`src/rtl/lon_pkg.sv`:
```
package lon_pkg;
  // Distance the vector moves left so that bit idx lands on bit width-1.
  function automatic int unsigned lon_gap(input int unsigned width, input int unsigned idx);
    return (width - 1) - idx;
  endfunction
endpackage

```
`src/rtl/lon_prio_chain.sv`:
```
module lon_prio_chain #(
  parameter int W = 8
) (
  input  logic [W-1:0] req,
  output logic [W-1:0] grant,
  output logic         none_set
);
  // carry[i+1] is high while no bit above position i is set
  logic [W:0] carry;
  assign carry[W] = 1'b1;
  for (genvar i = W - 1; i >= 0; i--) begin : g_cell
    assign grant[i] = carry[i+1] & req[i];
    assign carry[i] = carry[i+1] & ~req[i];
  end
  assign none_set = carry[0];
endmodule

```
`src/rtl/lon_onehot_enc.sv`:
```
module lon_onehot_enc #(
  parameter int W  = 8,
  parameter int IW = 3
) (
  input  logic [W-1:0]  onehot,
  output logic [IW-1:0] idx
);
  for (genvar j = 0; j < IW; j++) begin : g_bit
    logic acc;
    always_comb begin
      acc = 1'b0;
      for (int i = 0; i < W; i++) begin
        if (i[j]) acc = acc | onehot[i];
      end
    end
    assign idx[j] = acc;
  end
endmodule

```
`src/rtl/lon_left_shift.sv`:
```
module lon_left_shift #(
  parameter int W  = 8,
  parameter int IW = 3
) (
  input  logic [W-1:0]  din,
  input  logic [IW-1:0] amt,
  output logic [W-1:0]  dout
);
  logic [W-1:0] stage [0:IW];
  assign stage[0] = din;
  for (genvar k = 0; k < IW; k++) begin : g_stage
    assign stage[k+1] = amt[k] ? (stage[k] << (1 << k)) : stage[k];
  end
  assign dout = stage[IW];
endmodule

```
`src/rtl/lead_one_norm.sv`:
```
module lead_one_norm #(
  parameter int N_LOG2 = 3
) (
  input  logic [(1<<N_LOG2)-1:0] vec_in,
  input  logic                   en,
  output logic [(1<<N_LOG2)-1:0] norm_out,
  output logic [N_LOG2-1:0]      lead_idx,
  output logic                   active
);
  import lon_pkg::*;
  localparam int W  = 1 << N_LOG2;
  localparam int IW = N_LOG2;

  logic [W-1:0]  gated;
  logic [W-1:0]  onehot;
  logic          none_set;
  logic [IW-1:0] shift_amt;

  assign gated = en ? vec_in : '0;

  lon_prio_chain #(.W(W)) u_chain (
    .req(gated), .grant(onehot), .none_set(none_set)
  );

  lon_onehot_enc #(.W(W), .IW(IW)) u_enc (
    .onehot(onehot), .idx(lead_idx)
  );

  assign shift_amt = IW'(lon_gap(W, int'(lead_idx)));

  lon_left_shift #(.W(W), .IW(IW)) u_shl (
    .din(gated), .amt(shift_amt), .dout(norm_out)
  );

  assign active = ~none_set;
endmodule

```
`config.mk`:
```
export PLATFORM = sky130hd
export DESIGN_NAME = lead_one_norm
export DESIGN_NICKNAME = d
export VERILOG_FILES = /design/src/rtl/lon_pkg.sv /design/src/rtl/lon_prio_chain.sv /design/src/rtl/lon_onehot_enc.sv /design/src/rtl/lon_left_shift.sv /design/src/rtl/lead_one_norm.sv
export SDC_FILE = /design/constraint.sdc
export NUM_CORES = 1
export LEC_CHECK = 0
export BUFFER_PORTS_ARGS = -buffer_cell sky130_fd_sc_hd__buf_2
export CORE_AREA = 2 2 39 41
export DETAILED_ROUTE_END_ITERATION = 8
export DIE_AREA = 0 0 41 43
export MAX_ROUTING_LAYER = met4
export SLEW_MARGIN = 25
export SYNTH_ARGS = -nofsm -noshare
export SYNTH_HDL_FRONTEND = slang
export SYNTH_SLANG_ARGS = --single-unit
```
`constraint.sdc`:
```
create_clock -name vclk -period 2.05
set_input_delay 0.1025 -clock vclk [all_inputs]
set_output_delay 0.1025 -clock vclk [all_outputs]
set_load 0.05 [all_outputs]
```
==> results of run 1 <==
## layout by cell type (no fill, tap or decap), types with 2 or more instances in the layout
master,netlist,routed
buf_2,2,21
nand2b_1,4,4
inv_1,4,4
o22ai_1,2,2
nor2_1,4,4
o31a_1,4,4
nand2_1,4,4
a21oi_1,5,5
o21a_1,2,2
## cells by family after synthesis
group | share of synthesized area, %
and+or+nand+nor | 29.74
muxes | 5.555
AOI/OAI and AO/OA | 49.35
buffers and inverters | 15.36
## cell type report
| type | instances | area [um2] | area share [%] |
|---|---|---|---|
| multi-input cells | 42 | 331.6 | 69.19 |
| repair buffers | 22 | 112.6 | 23.50 |
| well taps | 16 | 20.02 | 4.178 |
| inverters | 4 | 15.01 | 3.133 |
## stage by stage
stage,instances,util [%]
floorplan,52,-
global placement,84,34.63
detailed placement,84,34.63
CTS,84,34.63
global route,84,34.63
finish,84,34.63
## power by group
group | total [mW] | switching, mW | internal, mW
Clock | 0 | 0 | 0
Combinational | 0.171 | 0.119 | 0.0525
Sequential | 0 | 0 | 0
Total | 0.171 | 0.119 | 0.0525
## synthesized netlist by cell type, types with 2 or more instances
cell / count
a21oi_1: 5
nand2_1: 4
buf_2: 2
o31a_1: 4
o22ai_1: 2
o21a_1: 2
nand2b_1: 4
buf_4: 3
inv_1: 4
nor2_1: 4
## routing by layer
metal  vias to the layer above  track usage (%)
met5                         -                -
met4                         0                0
met3                         0                0
met2                         9            18.44
met1                       203            16.46
li1                        228                -
## worst max-delay path by stage
| stage | slack [ns] | start | endpoint | depth (start not counted) |
|---|---|---|---|---|
| final | 0.25 | vec_in[5] | norm_out[6] | 6 |
| after floorplan | 0.10 | vec_in[5] | norm_out[2] | 5 |
| after CTS | 0.28 | vec_in[5] | norm_out[6] | 6 |
| after global routing | 0.16 | vec_in[3] | norm_out[6] | 7 |
| after detailed placement | 0.29 | vec_in[5] | norm_out[6] | 6 |
| after global placement | 0.24 | vec_in[5] | norm_out[6] | 6 |
==> results_dict.tcl, run 1 <==
set metrics [dict create \
    outcome "completed" \
    wl_per_cell_um 11.56 \
    syn_area_um2 382.9 \
    start_util_pct 27.67 \
    syn_nets 61 \
    place_area_um2 479.2 \
    wl_met1_um 458 \
    grt_max_degree 11 \
    place.gp.congestion 0.8068 \
    io_pins 21 \
    cts_hold_buf 0 \
    period_share_pct 87.65 \
    slowest_stage "o31ai_1" \
    setup_violations 0 \
    yosysUniqueCellTypes 28 \
    area_growth_pct 25.16 \
    drt_iter0_markers 5 \
    cpPeakStageDelay_ns 0.44 \
    hold_ws_ns 0.6883 \
    die-area_um2 1763 \
    die_h_um 43 \
    dp_hpwl_um 789.5 \
    drive_above_1_share_pct 42.65 \
    postRouteWirelength_um 971 \
    peakVddDrop_mv 0.1945 \
    synth_top_area_share_pct 9.150 \
    finalCriticalPeriod_ns 1.797 \
    worst_slack_ns 0.2533 \
    antenna_cells 0 \
    cts_resized 0 \
    netlist_instances 52 \
    die_x_um 41 \
    rsz0062_at_grt "no" \
    holdCritPathClass "in2out" \
    finalInstanceArea_um2 479.2 \
    hold_depth 4 \
    dr_wl_met3_um 40 \
    seq_cell_count 0 \
    worst-setup-path-type "in2out" \
    grt_pass1_vias 353 \
    cts_setup_buffers 0 \
    rows 14 \
    setup_tns_ns 0 \
    drtPass1Iterations 3 \
    hold_violations 0 \
    antenna_found_initial 0 \
    fmax_mhz 556.6 \
    relSlewSlack_pct 70.07 \
    hold_path_startpoint "vec_in[0]" \
    clkbuf_count 0 \
    cp-start-kind "input pin" \
    ys_seq_area_share_pct 0 \
    whs_endpoint "norm_out[0]" \
    p_per_area_nw_per_um2 357.8 \
    leakage_nw 0.2342 \
    fp.coreArea_um2 1384 \
    ys_top_cells_by_area "o31a_1, o311ai_4, a21oi_1, nand2b_1, buf_4" \
    drc_errors 0 \
    vias_per_cell 5.238 \
    synth.avg_cell_area_um2 7.363 \
    report.power.total_mw 0.1715 \
    worstPathRequired_ns 1.95 \
    nets 79 \
    seqCellArea_um2 0 \
    critPathArrivalTime_ns 1.69 \
    grt-ovfl-total 0 \
    worst_slew_pin_slew_ns 0.4451 \
    critPathBufInv 2 \
    cp-end-kind "output port" \
    cp_cell_sequence "buf_2 -> o31ai_1 -> and2_4 -> mux2_2 -> a22oi_2 -> buf_2" \
    critPathMostFrequentCell "buf_2" \
    vias 440 \
    synth_top_area_cell "o31a_1" \
    postRouteAntennaNets 0 \
    grt.total_usage_pct 11.36 \
    synth_warnings 0 \
    nFillCells 155 \
    top_layer_used "met3" \
    maxCapViolations 0 \
    grt_pass1_wl_um 1462 \
    slew_violations 0 \
    crit_family "compound AO/OA/AOI/OAI gates" \
    wl_met2_um 473 \
    numPortBuffers 21 \
    dp_worst_setup_slack_ns 0.2892 \
    crit_path_max_fanout 9 \
]
Power figures use the tool's default switching activity.
==> run 2, diff against run 1 <==
RECOVER_POWER = 100   (was default)
==> run 2 against run 1 <==
Cell count unchanged. Combinational power hardly changed. Via count stayed put.
==> results_dict.tcl, run 2 (synthesis results as in run 1) <==
set metrics [dict create \
    io_pins 21 \
    p_per_area_nw_per_um2 360.2 \
    vias_per_cell 5.238 \
    holdCritPathClass "in2out" \
    rows 14 \
    die-area_um2 1763 \
    relSlewSlack_pct 60.08 \
    hold_path_startpoint "en" \
    leakage_nw 0.2038 \
    cts_hold_buf 0 \
    die_h_um 43 \
    worstPathRequired_ns 1.95 \
    report.power.total_mw 0.1685 \
    grt_pass1_vias 353 \
    worst_slack_ns 0.2174 \
    rsz0062_at_grt "no" \
    hold_depth 3 \
    seq_cell_count 0 \
    outcome "completed" \
    worst-setup-path-type "in2out" \
    area_growth_pct 22.22 \
    finalCriticalPeriod_ns 1.833 \
    cp-start-kind "input pin" \
    layout.cells.non_filler 84 \
    crit_path_max_fanout 6 \
    dp_hpwl_um 789.5 \
    setup_violations 0 \
    seqCellArea_um2 0 \
    fp.coreArea_um2 1384 \
    final_common_cell "buf_2" \
    cts_resized 0 \
    die_x_um 41 \
    start_util_pct 27.67 \
    critPathArrivalTime_ns 1.73 \
    maxCapViolations 0 \
    grt_pass1_wl_um 1462 \
    cp_cell_sequence "buf_2 -> nor2b_1 -> o31a_1 -> o22ai_1 -> and2b_1 -> o32ai_2 -> clkbuf_1" \
    hold_ws_ns 0.7532 \
    finalCoreUtilization_pct 33.82 \
    postRouteAntennaNets 0 \
    cpPeakStageDelay_ns 0.50 \
    slew_violations 0 \
    grt_max_degree 11 \
    numPortBuffers 21 \
    setup_tns_ns 0 \
    period_share_pct 89.40 \
    nets 79 \
    layout_common_cells "buf_2, clkbuf_1, a21oi_1" \
    antenna_found_initial 0 \
    fmax_mhz 545.7 \
    whs_endpoint "norm_out[6]" \
    cts_setup_buffers 0 \
    place.gp.congestion 0.8068 \
    postRouteWirelength_um 976 \
    grt-ovfl-total 0 \
    drive_above_1_share_pct 29.41 \
    vias 440 \
    finalInstanceArea_um2 467.9 \
    wl_per_cell_um 11.62 \
    clkbuf_count 0 \
    drtPass1Iterations 3 \
    slowest_stage "clkbuf_1" \
    grt.total_usage_pct 11.36 \
    drt_iter0_markers 5 \
    cp-end-kind "output port" \
    antenna_cells 0 \
    hold_violations 0 \
    placed_cells 84 \
    worst_slew_pin_slew_ns 0.6013 \
    drc_errors 0 \
    peakVddDrop_mv 0.1909 \
    dp_worst_setup_slack_ns 0.2892 \
    nFillCells 160 \
    place_area_um2 479.2 \
]
## run 2: cell count changes in the layout (fill, tap and decap cells not counted)
cell / delta
buf_2: -11
clkbuf_1: +9
clkbuf_2: +2
## run 2: worst max-delay path, delay by kind of cell
family,cells,cell delay [ns]
AOI/OAI and AO/OA,3,0.54
buffers and inverters,2,0.63
and+or+nand+nor,2,0.46
## run 2: worst max path at each step
| stage | start | end | slack (ns) | cells past startpoint |
|---|---|---|---|---|
| final | vec_in[3] | norm_out[4] | 0.22 | 7 |
| after global placement | vec_in[5] | norm_out[6] | 0.24 | 6 |
| after CTS | vec_in[5] | norm_out[6] | 0.28 | 6 |
| after floorplan | vec_in[5] | norm_out[2] | 0.10 | 5 |
| after global routing | vec_in[3] | norm_out[6] | 0.14 | 7 |
| after detailed placement | vec_in[5] | norm_out[6] | 0.29 | 6 |
## run 2: layout make-up
cell class / count / area [um2] / area share, %
timing repair buffer: 22 / 101.3 / 21.66
tap: 16 / 20.02 / 4.278
inverter: 4 / 15.01 / 3.209
multi-input combinational: 42 / 331.6 / 70.86
## run 2: routing by layer
layer | part of all wire (%) | vias to the layer above | track usage (%)
li1 | - | 228 | -
met1 | 49 | 203 | 16.46
met2 | 48 | 9 | 18.44
met3 | 2.9 | 0 | 0
met4 | 0 | 0 | 0
met5 | 0 | - | -
## run 2: power by group
part           switching (mW)  internal [mW]
sequential                  0              0
clock                       0              0
combinational           0.120         0.0490
total                   0.120         0.0490
==> run 3, diff against run 2 <==
CELL_PAD_IN_SITES_DETAIL_PLACEMENT = 1   (was default)
CELL_PAD_IN_SITES_GLOBAL_PLACEMENT = 1   (was default)
PLACE_DENSITY_LB_ADDON = 0.1   (was default)
SLEW_MARGIN = default   (was 25)
==> run 3 against run 2 <==
Count of clock-buffer cells in the layout stayed put. Hold slack worse by 0.016 ns. Non-clock buffer count is 1 higher. Wire length is 12% higher. Flip-flop and latch count stayed put. Sequential share of layout area stayed put. Combinational power hardly changed. Core utilization is 0.63 points higher. Final area is 1.9% higher. First-iteration DRC count is 20% lower. Critical path depth stayed put. Fmax is 1.1% higher. Largest power group unchanged.
==> results_dict.tcl, run 3 (synthesis results as in run 1) <==
set metrics [dict create \
    slew_violations 0 \
    holdCritPathClass "in2out" \
    postRouteAntennaNets 0 \
    worst-setup-path-type "in2out" \
    vias 440 \
    finalCoreUtilization_pct 34.45 \
    drt_iter0_markers 4 \
    die-area_um2 1763 \
    cts_resized 0 \
    die_h_um 43 \
    antenna_found_initial 0 \
    worstPathRequired_ns 1.95 \
    critPathArrivalTime_ns 1.71 \
    hold_ws_ns 0.7371 \
    outcome "completed" \
    wl_per_cell_um 12.91 \
    grt_pass1_vias 412 \
    setup_violations 0 \
    hold_violations 0 \
    nets 80 \
    cts_setup_buffers 0 \
    area_growth_pct 24.51 \
    report.power.total_mw 0.1714 \
    clkbuf_count 0 \
    grt_max_degree 11 \
    period_share_pct 88.42 \
    setup_tns_ns 0 \
    antenna_cells 0 \
    worst_slew_pin_slew_ns 0.5993 \
    grt-ovfl-total 0 \
    rows 14 \
    crit_path_max_fanout 6 \
    seqCellArea_um2 0 \
    grt_pass1_wl_um 1800 \
    start_util_pct 27.67 \
    drtPass1Iterations 2 \
    io_pins 21 \
    fmax_mhz 551.7 \
    dp_hpwl_um 913.4 \
    cts_hold_buf 0 \
    vias_per_cell 5.176 \
    cp-start-kind "input pin" \
    numPortBuffers 21 \
    layout_common_cells "buf_2, clkbuf_1, a21oi_1" \
    nFillCells 189 \
    drc_errors 0 \
    peakVddDrop_mv 0.08534 \
    grt.total_usage_pct 14.23 \
    leakage_nw 0.2122 \
    die_x_um 41 \
    final_common_cell "buf_2" \
    cp-end-kind "output port" \
    p_per_area_nw_per_um2 359.5 \
    postRouteWirelength_um 1097 \
    maxCapViolations 0 \
    finalCriticalPeriod_ns 1.813 \
    fp.coreArea_um2 1384 \
    seq_cell_count 0 \
    rsz0062_at_grt "no" \
    drive_above_1_share_pct 31.88 \
    relSlewSlack_pct 60.22 \
    place.gp.congestion 0.6849 \
]
[run 3: cell count changes in the layout (fill, tap and decap cells not counted), sizes merged]
cell  change
buf       +1
[run 3: stage by stage]
step	cell area, um2	setup slack, ns	std cells
finish	476.7	0.2374	85
global route	476.7	0.1235	85
CTS	486.7	0.2406	85
detailed placement	486.7	0.2437	85
global placement	486.7	0.2914	85
floorplan	390.4	0.1012	52
[run 3: worst max-delay path: stages]
cell and delay [ns]:
buf_2 0.14, nor2_1 0.08, o31ai_1 0.39, and2_4 0.24, mux2_2 0.35, a22oi_2 0.11, clkbuf_2 0.29
[run 3: worst paths after layout]
| check | start | to | cells past startpoint | slack [ns] |
|---|---|---|---|---|
| max | vec_in[3] | norm_out[6] | 7 | 0.24 |
| min | vec_in[0] | norm_out[4] | 4 | 0.74 |
[run 3: power by group]
part	internal [mW]	leakage [nW]	switching [mW]
clock	0	0	0
sequential	0	0	0
combinational	0.0507	0.212	0.121
[run 3: routing by layer]
layer | GRT usage, % | vias to the layer above | wire length (um)
met5 | - | - | 0
met4 | 0 | 0 | 0
met3 | 0 | 0 | 49
met2 | 24.06 | 11 | 536
met1 | 19.62 | 202 | 512
li1 | - | 227 | -
[run 3: cell type report]
cell class,count,area (um2),share of cell area (%)
Inverter,4,15.01,3.150
Multi-Input combinational cell,42,331.6,69.55
Tap cell,16,20.02,4.199
Timing Repair Buffer,23,110.1,23.10
